**src/rtl/regf_pkg.sv**
```systemverilog
package regf_pkg;
  localparam int unsigned N_BANKS = 2;
  localparam int unsigned N_SP    = 2;
  typedef enum logic {MODE_USER = 1'b0, MODE_SUP = 1'b1} sp_mode_e;
endpackage

```
**src/rtl/regf_bank.sv**
```systemverilog
module regf_bank #(
  parameter int unsigned WIDTH = 32,
  parameter int unsigned DEPTH = 64,
  localparam int unsigned AW   = $clog2(DEPTH)
) (
  input  logic             clk_i,
  input  logic             rst_ni,
  input  logic             we_i,
  input  logic [AW-1:0]    waddr_i,
  input  logic [WIDTH-1:0] wdata_i,
  input  logic [AW-1:0]    raddr_i,
  output logic [WIDTH-1:0] rdata_o
);
  logic [WIDTH-1:0] mem [DEPTH];

  always_ff @(posedge clk_i) begin
    if (we_i) mem[waddr_i] <= wdata_i;
  end

  always_ff @(posedge clk_i or negedge rst_ni) begin
    if (!rst_ni)                        rdata_o <= '0;
    else if (we_i && waddr_i == raddr_i) rdata_o <= wdata_i;
    else                                rdata_o <= mem[raddr_i];
  end

  // same-cycle write is visible on the read
  a_r4_bypass: assert property (@(posedge clk_i) disable iff (!rst_ni)
    (we_i && waddr_i == raddr_i) |=> rdata_o == $past(wdata_i));
endmodule

```
**src/rtl/regf_sp_ctl.sv**
```systemverilog
module regf_sp_ctl
  import regf_pkg::*;
#(
  parameter int unsigned WIDTH = 32
) (
  input  logic             clk_i,
  input  logic             rst_ni,
  input  logic             wr_sp_i,
  input  sp_mode_e         mode_i,
  input  logic [WIDTH-1:0] wdata_i,
  input  logic             commit_i,
  input  logic             abort_i,
  output logic [WIDTH-1:0] rd_val_o
);
  logic [WIDTH-1:0] sp_q  [N_SP];
  logic [WIDTH-1:0] bk_q  [N_SP];
  logic [WIDTH-1:0] sp_nx [N_SP];

  always_comb begin
    for (int i = 0; i < N_SP; i++) begin
      if (abort_i)                              sp_nx[i] = bk_q[i];
      else if (wr_sp_i && int'(mode_i) == i)    sp_nx[i] = wdata_i;
      else                                      sp_nx[i] = sp_q[i];
    end
  end

  assign rd_val_o = sp_nx[mode_i];

  always_ff @(posedge clk_i or negedge rst_ni) begin
    if (!rst_ni) begin
      for (int i = 0; i < N_SP; i++) begin
        sp_q[i] <= '0;
        bk_q[i] <= '0;
      end
    end else begin
      for (int i = 0; i < N_SP; i++) begin
        sp_q[i] <= sp_nx[i];
        if (commit_i && !abort_i) bk_q[i] <= sp_nx[i];
      end
    end
  end

  // after a commit, backups match live
  a_r7_commit_copies: assert property (@(posedge clk_i) disable iff (!rst_ni)
    (commit_i && !abort_i) |=> (bk_q[0] == sp_q[0] && bk_q[1] == sp_q[1]));
  // abort restores live from backup
  a_r8_abort_restores: assert property (@(posedge clk_i) disable iff (!rst_ni)
    abort_i |=> (sp_q[0] == $past(bk_q[0]) && sp_q[1] == $past(bk_q[1])));
  // backups hold without a clean commit
  a_r9_backup_hold: assert property (@(posedge clk_i) disable iff (!rst_ni)
    (!commit_i || abort_i) |=> ($stable(bk_q[0]) && $stable(bk_q[1])));
  // mode isolation
  a_r6_user_only: assert property (@(posedge clk_i) disable iff (!rst_ni)
    (wr_sp_i && !abort_i && mode_i == MODE_USER) |=> $stable(sp_q[1]));
  a_r6_sup_only: assert property (@(posedge clk_i) disable iff (!rst_ni)
    (wr_sp_i && !abort_i && mode_i == MODE_SUP) |=> $stable(sp_q[0]));
endmodule

```
**src/rtl/dup_regfile.sv**
```systemverilog
module dup_regfile
  import regf_pkg::*;
#(
  parameter int unsigned WIDTH   = 32,
  parameter int unsigned DEPTH   = 64,
  parameter int unsigned SP_ADDR = 29,
  localparam int unsigned AW     = $clog2(DEPTH)
) (
  input  logic             clk_i,
  input  logic             rst_ni,
  input  logic [AW-1:0]    rd_a_addr_i,
  input  logic [AW-1:0]    rd_b_addr_i,
  output logic [WIDTH-1:0] rd_a_data_o,
  output logic [WIDTH-1:0] rd_b_data_o,
  input  logic             wr_en_i,
  input  logic [AW-1:0]    wr_addr_i,
  input  logic [WIDTH-1:0] wr_data_i,
  input  logic             sup_mode_i,
  input  logic             commit_i,
  input  logic             abort_i
);
  localparam logic [AW-1:0] SP_A = AW'(SP_ADDR);

  logic [AW-1:0]    raddr [N_BANKS];
  logic [WIDTH-1:0] rdata [N_BANKS];
  logic             sel_sp_q [N_BANKS];
  logic [WIDTH-1:0] sp_val, sp_rd_q;
  logic             wr_sp, wr_mem;

  assign raddr[0] = rd_a_addr_i;
  assign raddr[1] = rd_b_addr_i;
  assign wr_sp    = wr_en_i && wr_addr_i == SP_A;
  assign wr_mem   = wr_en_i && wr_addr_i != SP_A;

  for (genvar b = 0; b < N_BANKS; b++) begin : g_bank
    regf_bank #(.WIDTH(WIDTH), .DEPTH(DEPTH)) u_bank (
      .clk_i, .rst_ni,
      .we_i(wr_mem), .waddr_i(wr_addr_i), .wdata_i(wr_data_i),
      .raddr_i(raddr[b]), .rdata_o(rdata[b])
    );
    always_ff @(posedge clk_i or negedge rst_ni) begin
      if (!rst_ni) sel_sp_q[b] <= 1'b0;
      else         sel_sp_q[b] <= raddr[b] == SP_A;
    end
  end

  regf_sp_ctl #(.WIDTH(WIDTH)) u_sp (
    .clk_i, .rst_ni,
    .wr_sp_i(wr_sp), .mode_i(sp_mode_e'(sup_mode_i)), .wdata_i(wr_data_i),
    .commit_i, .abort_i, .rd_val_o(sp_val)
  );

  always_ff @(posedge clk_i or negedge rst_ni) begin
    if (!rst_ni) sp_rd_q <= '0;
    else         sp_rd_q <= sp_val;
  end

  assign rd_a_data_o = sel_sp_q[0] ? sp_rd_q : rdata[0];
  assign rd_b_data_o = sel_sp_q[1] ? sp_rd_q : rdata[1];

  // ports reading the same address agree (banks mirrored)
  a_r2_ports_agree: assert property (@(posedge clk_i) disable iff (!rst_ni)
    (rd_a_addr_i == rd_b_addr_i) |=> rd_a_data_o == rd_b_data_o);
endmodule

```
**config.mk**
```make
export PLATFORM = sky130hd
export DESIGN_NAME = dup_regfile
export DESIGN_NICKNAME = d
export VERILOG_FILES = /design/src/rtl/regf_pkg.sv /design/src/rtl/regf_bank.sv /design/src/rtl/regf_sp_ctl.sv /design/src/rtl/dup_regfile.sv
export SDC_FILE = /design/constraint.sdc
export NUM_CORES = 2
export LEC_CHECK = 0
export BUFFER_PORTS_ARGS = -buffer_cell sky130_fd_sc_hd__buf_4
export CORE_MARGIN = 4
export CORE_UTILIZATION = 60
export DETAILED_ROUTE_END_ITERATION = 10
export GPL_ROUTABILITY_DRIVEN = 0
export PLACE_DENSITY = 0.74
export SLEW_MARGIN = 40
export SYNTH_ARGS = -nofsm -noshare
export SYNTH_HDL_FRONTEND = slang
export SYNTH_SLANG_ARGS = --single-unit
```
**constraint.sdc**
```tcl
create_clock -name clk_i -period 4.6 [get_ports clk_i]
set_clock_uncertainty 0.05 [all_clocks]
set_input_delay 0.92 -clock clk_i [delete_from_list [all_inputs] [get_ports clk_i]]
set_output_delay 0.92 -clock clk_i [all_outputs]
set_load 0.02 [all_outputs]
```
==> run_results.csv <==
group,metric,value,unit
run_status,status,"complete, no violations",
logic_synthesis,synth_area_per_cell,17.5,um2
pwr,clock_power_share,39.0,%
global_routing,grt_pass1_vias,65778,
logic_synthesis,synth_cells,6020,
detailed_routing,vias,67441,
worst_setup_path,reg2reg_from,"g_bank[1].u_bank.mem[39][27]$_DFFE_PP_",
finish,stdcell_area,118000,um2
finish,area_growth,12.1,%
logic_synthesis,ys_warn_count,0,
cts,cts-root-buf,"clkbuf_16",
timing,rsz0062_at_grt,"false",
floorplanning,die_area,182000,um2
pwr,p_sw,10900,uW
timing,worst-slew-pin-transition,0.985,ns
detailed_routing,drt_pass1_iterations,8,
place,dpl_cell_area,111000,um2
floorplanning,initial_core_util,60.4,%
pwr,p_int,34600,uW
timing,hold-worst-slack,0.354,ns
cts,clock_path_buffers,3,
place,dpl.hpwl,219,mm
timing,period_minus_slack,3.41,ns
global_routing,grt_max_degree,96,
worst_setup_path,reg2regPathDepth,6,
pwr,power.density,386,nW/um2
logic_synthesis,synthFlopType,"edfxtp_1",
finish,drive_above_1_share,28.8,%
cts,cts_buffers,221,
logic_synthesis,yosys-top-cells-area,"edfxtp_1 58%, mux4_2 14%, mux2i_1 7.2%",
floorplanning,fp.dieW,427,um
detailed_routing,wl_per_cell,40.6,um
logic_synthesis,ys_types,70,
place,portBuffers,119,
logic_synthesis,synth_common_cells,"2,048 x edfxtp_1, 759 x mux2i_1, 646 x mux4_2",
worst_setup_path,cp_max_fo,62,
global_routing,antenna_found_initial,38,
floorplanning,rows,153,
worst_setup_path,worstSetupStartpointType,"input pin",
worst_setup_path,worst_ep_arrival_time,4.07,ns
floorplanning,core,174000,um2
logic_synthesis,synth-async-reset-ratio,9.94,%
pwr,power.leakage,0.0409,uW
cts,clkTransAtPathRegs,0.06,ns
pwr,switching_share,24.0,%
timing,clock.fmax,0.293,GHz
cts,worstSkewPairLatency,0.88,ns
detailed_routing,ant_nets,0,
worst_hold_path,worstHoldPathType,"input pin to flip-flop",
worst_setup_path,ff2ff_setup_slack,1.78,ns
cts,cts_tree,"done",
logic_synthesis,synth-edff-count,2048,
worst_setup_path,cp-end-kind,"flip-flop",
detailed_routing,drt_iter0_markers,11139,
timing,hold_viol_final,0,
pwr,ir_drop,0.399,mV
logic_synthesis,yosysMostFrequentCell,"edfxtp_1",
detailed_routing,finalWirelength,358,mm
timing,drv_slew,0,
worst_hold_path,whs_endpoint,"g_bank[1].u_bank.mem[8][3]$_DFFE_PP_",
worst_hold_path,hold_path_depth,1,
worst_setup_path,required,5.26,ns
timing,finalSetupViolCount,0,
worst_setup_path,r2r-end,"g_bank[0].u_bank.rdata_o[27]$_DFF_PN0_",
cts,htreeDepth,4,
finish,fin_util,67.7,%
finish,nets,6327,
timing,maxSlewHeadroom,34.3,%
worst_setup_path,critPathKind,"input pin to flip-flop",
global_routing,grt_pass1_wl,494,mm
pwr,p_comb_share,9.8,%
floorplanning,pin_count,120,
detailed_routing,viasPerCell,7.66,
cts,cts_resized,0,
detailed_routing,drc_errors,0,
logic_synthesis,syn-cell-area,105000,um2
global_routing,grt-ovfl-total,0,
floorplanning,die_h,427,um
worst_hold_path,min-delay-start,"wr_data_i[3]",
cts,clock_sinks,2274,
logic_synthesis,ys_ff_latch,2274,
pwr,share_seq_of_total_power,51.2,%
global_routing,grt_use_total,39.1,%
logic_synthesis,synth_top_area_share,58.4,%
timing,fin_crit_sh,74.2,%
logic_synthesis,ys_seq_area_share,63.8,%
job,cap_violations,0,
timing,final.setup.tns,0,ns
logic_synthesis,yosysTopAreaCell,"edfxtp_1",
-- through the flow --
step           instances  power [uW]  setup WS, ns
6_report            8809       45600          1.19
2_1_floorplan       6051       26000          1.02
3_3_place_gp        8360       27900        0.0917
4_1_cts             8782       45400          1.33
3_5_place_dp        8363       28000         0.406
5_1_grt             8797       46600          1.20
-- power groups by stage --
stage	Combinational (uW)	Clock, uW	Sequential [uW]
after detailed placement	4290	0	23700
after CTS	4310	17800	23300
after global routing	4560	18700	23300
after global placement	4230	0	23700
final	4450	17800	23300
after floorplan	2540	0	23400
-- worst max-delay path, stage by stage --
cell,delay [ns]
buf_8,0.51
buf_4,0.51
buf_4,0.40
mux4_2,0.34
and3b_1,0.18
a21oi_1,0.16
o21ai_0,0.17
a21oi_1,0.60
a31oi_1,0.17
-- timing repair --
item,4_1_cts,5_1_grt
setup buffers,0,0
endpoints found under the hold margin,65,0
hold buffers,1,0
-- layout make-up --
| class | count | area, um2 |
|---|---|---|
| clock inverters | 110 | 795 |
| inverters | 6 | 22.5 |
| diodes | 18 | 45.0 |
| multi-input cells | 3289 | 36100 |
| flip-flops and latches | 2274 | 67200 |
| clock buffers | 308 | 6260 |
| well taps | 2325 | 2910 |
| fillers | 11281 | 56200 |
| repair buffers | 479 | 4730 |
-- cells by family (layout without fill, tap and decap cells) --
family	after synthesis	after routing	synth area share (%)
flops	2274	2274	63.8
mux	1721	1721	24.5
compound gates	918	918	6.21
simple gates	606	606	2.70
buf+inv	488	903	2.68
xor+xnor	12	12	0.0998
other cells	1	50	0.00356
-- worst max path at each step --
stage,startpoint,endpoint,depth (start not counted)
after global routing,rd_b_addr_i[2],g_bank[1].u_bank.rdata_o[11]$_DFF_PN0_,9
after global placement,rd_a_addr_i[0],g_bank[0].u_bank.rdata_o[24]$_DFF_PN0_,6
after floorplan,wr_addr_i[3],g_bank[1].u_bank.mem[10][0]$_DFFE_PP_,4
after CTS,rd_b_addr_i[2],g_bank[1].u_bank.rdata_o[11]$_DFF_PN0_,9
after detailed placement,rd_b_addr_i[2],g_bank[1].u_bank.rdata_o[11]$_DFF_PN0_,9
final,rd_b_addr_i[2],g_bank[1].u_bank.rdata_o[11]$_DFF_PN0_,9
-- sequential cells by signal (all words and copies together) (netlist names) --
signal,cells
sel_sp_q,2
u_sp.bk_q,64
g_bank.u_bank.rdata_o,64
sp_rd_q,32
u_sp.sp_q,64
g_bank.u_bank.mem,2048
-- per-layer routing --
layer	GRT usage, %	wire, um	vias up
li1	-	-	25585
met1	50.2	115000	34240
met2	56.5	156000	6208
met3	13.9	58000	1382
met4	25.9	29300	26
met5	0	222	-
-- cells in the final DEF, fill, tap and decap left out, drive strengths merged, types with 11 or more instances in the layout --
| master | n |
|---|---|
| clkinv | 91 |
| inv | 11 |
| a22oi | 292 |
| nand2 | 167 |
| a2111oi | 41 |
| o221ai | 65 |
| clkbuf | 308 |
| a22o | 55 |
| a221oi | 24 |
| mux2 | 316 |
| nand4 | 29 |
| buf | 478 |
| and3 | 12 |
| o211ai | 12 |
| nor2b | 27 |
| a21oi | 188 |
| diode | 18 |
| o21ai | 36 |
| nand3 | 164 |
| a31oi | 40 |
| dfrtp | 226 |
| a211oi | 53 |
| edfxtp | 2048 |
| o22ai | 68 |
| mux2i | 759 |
| mux4 | 646 |
| conb | 32 |
| nor2 | 161 |
Power figures use the tool's default switching activity.
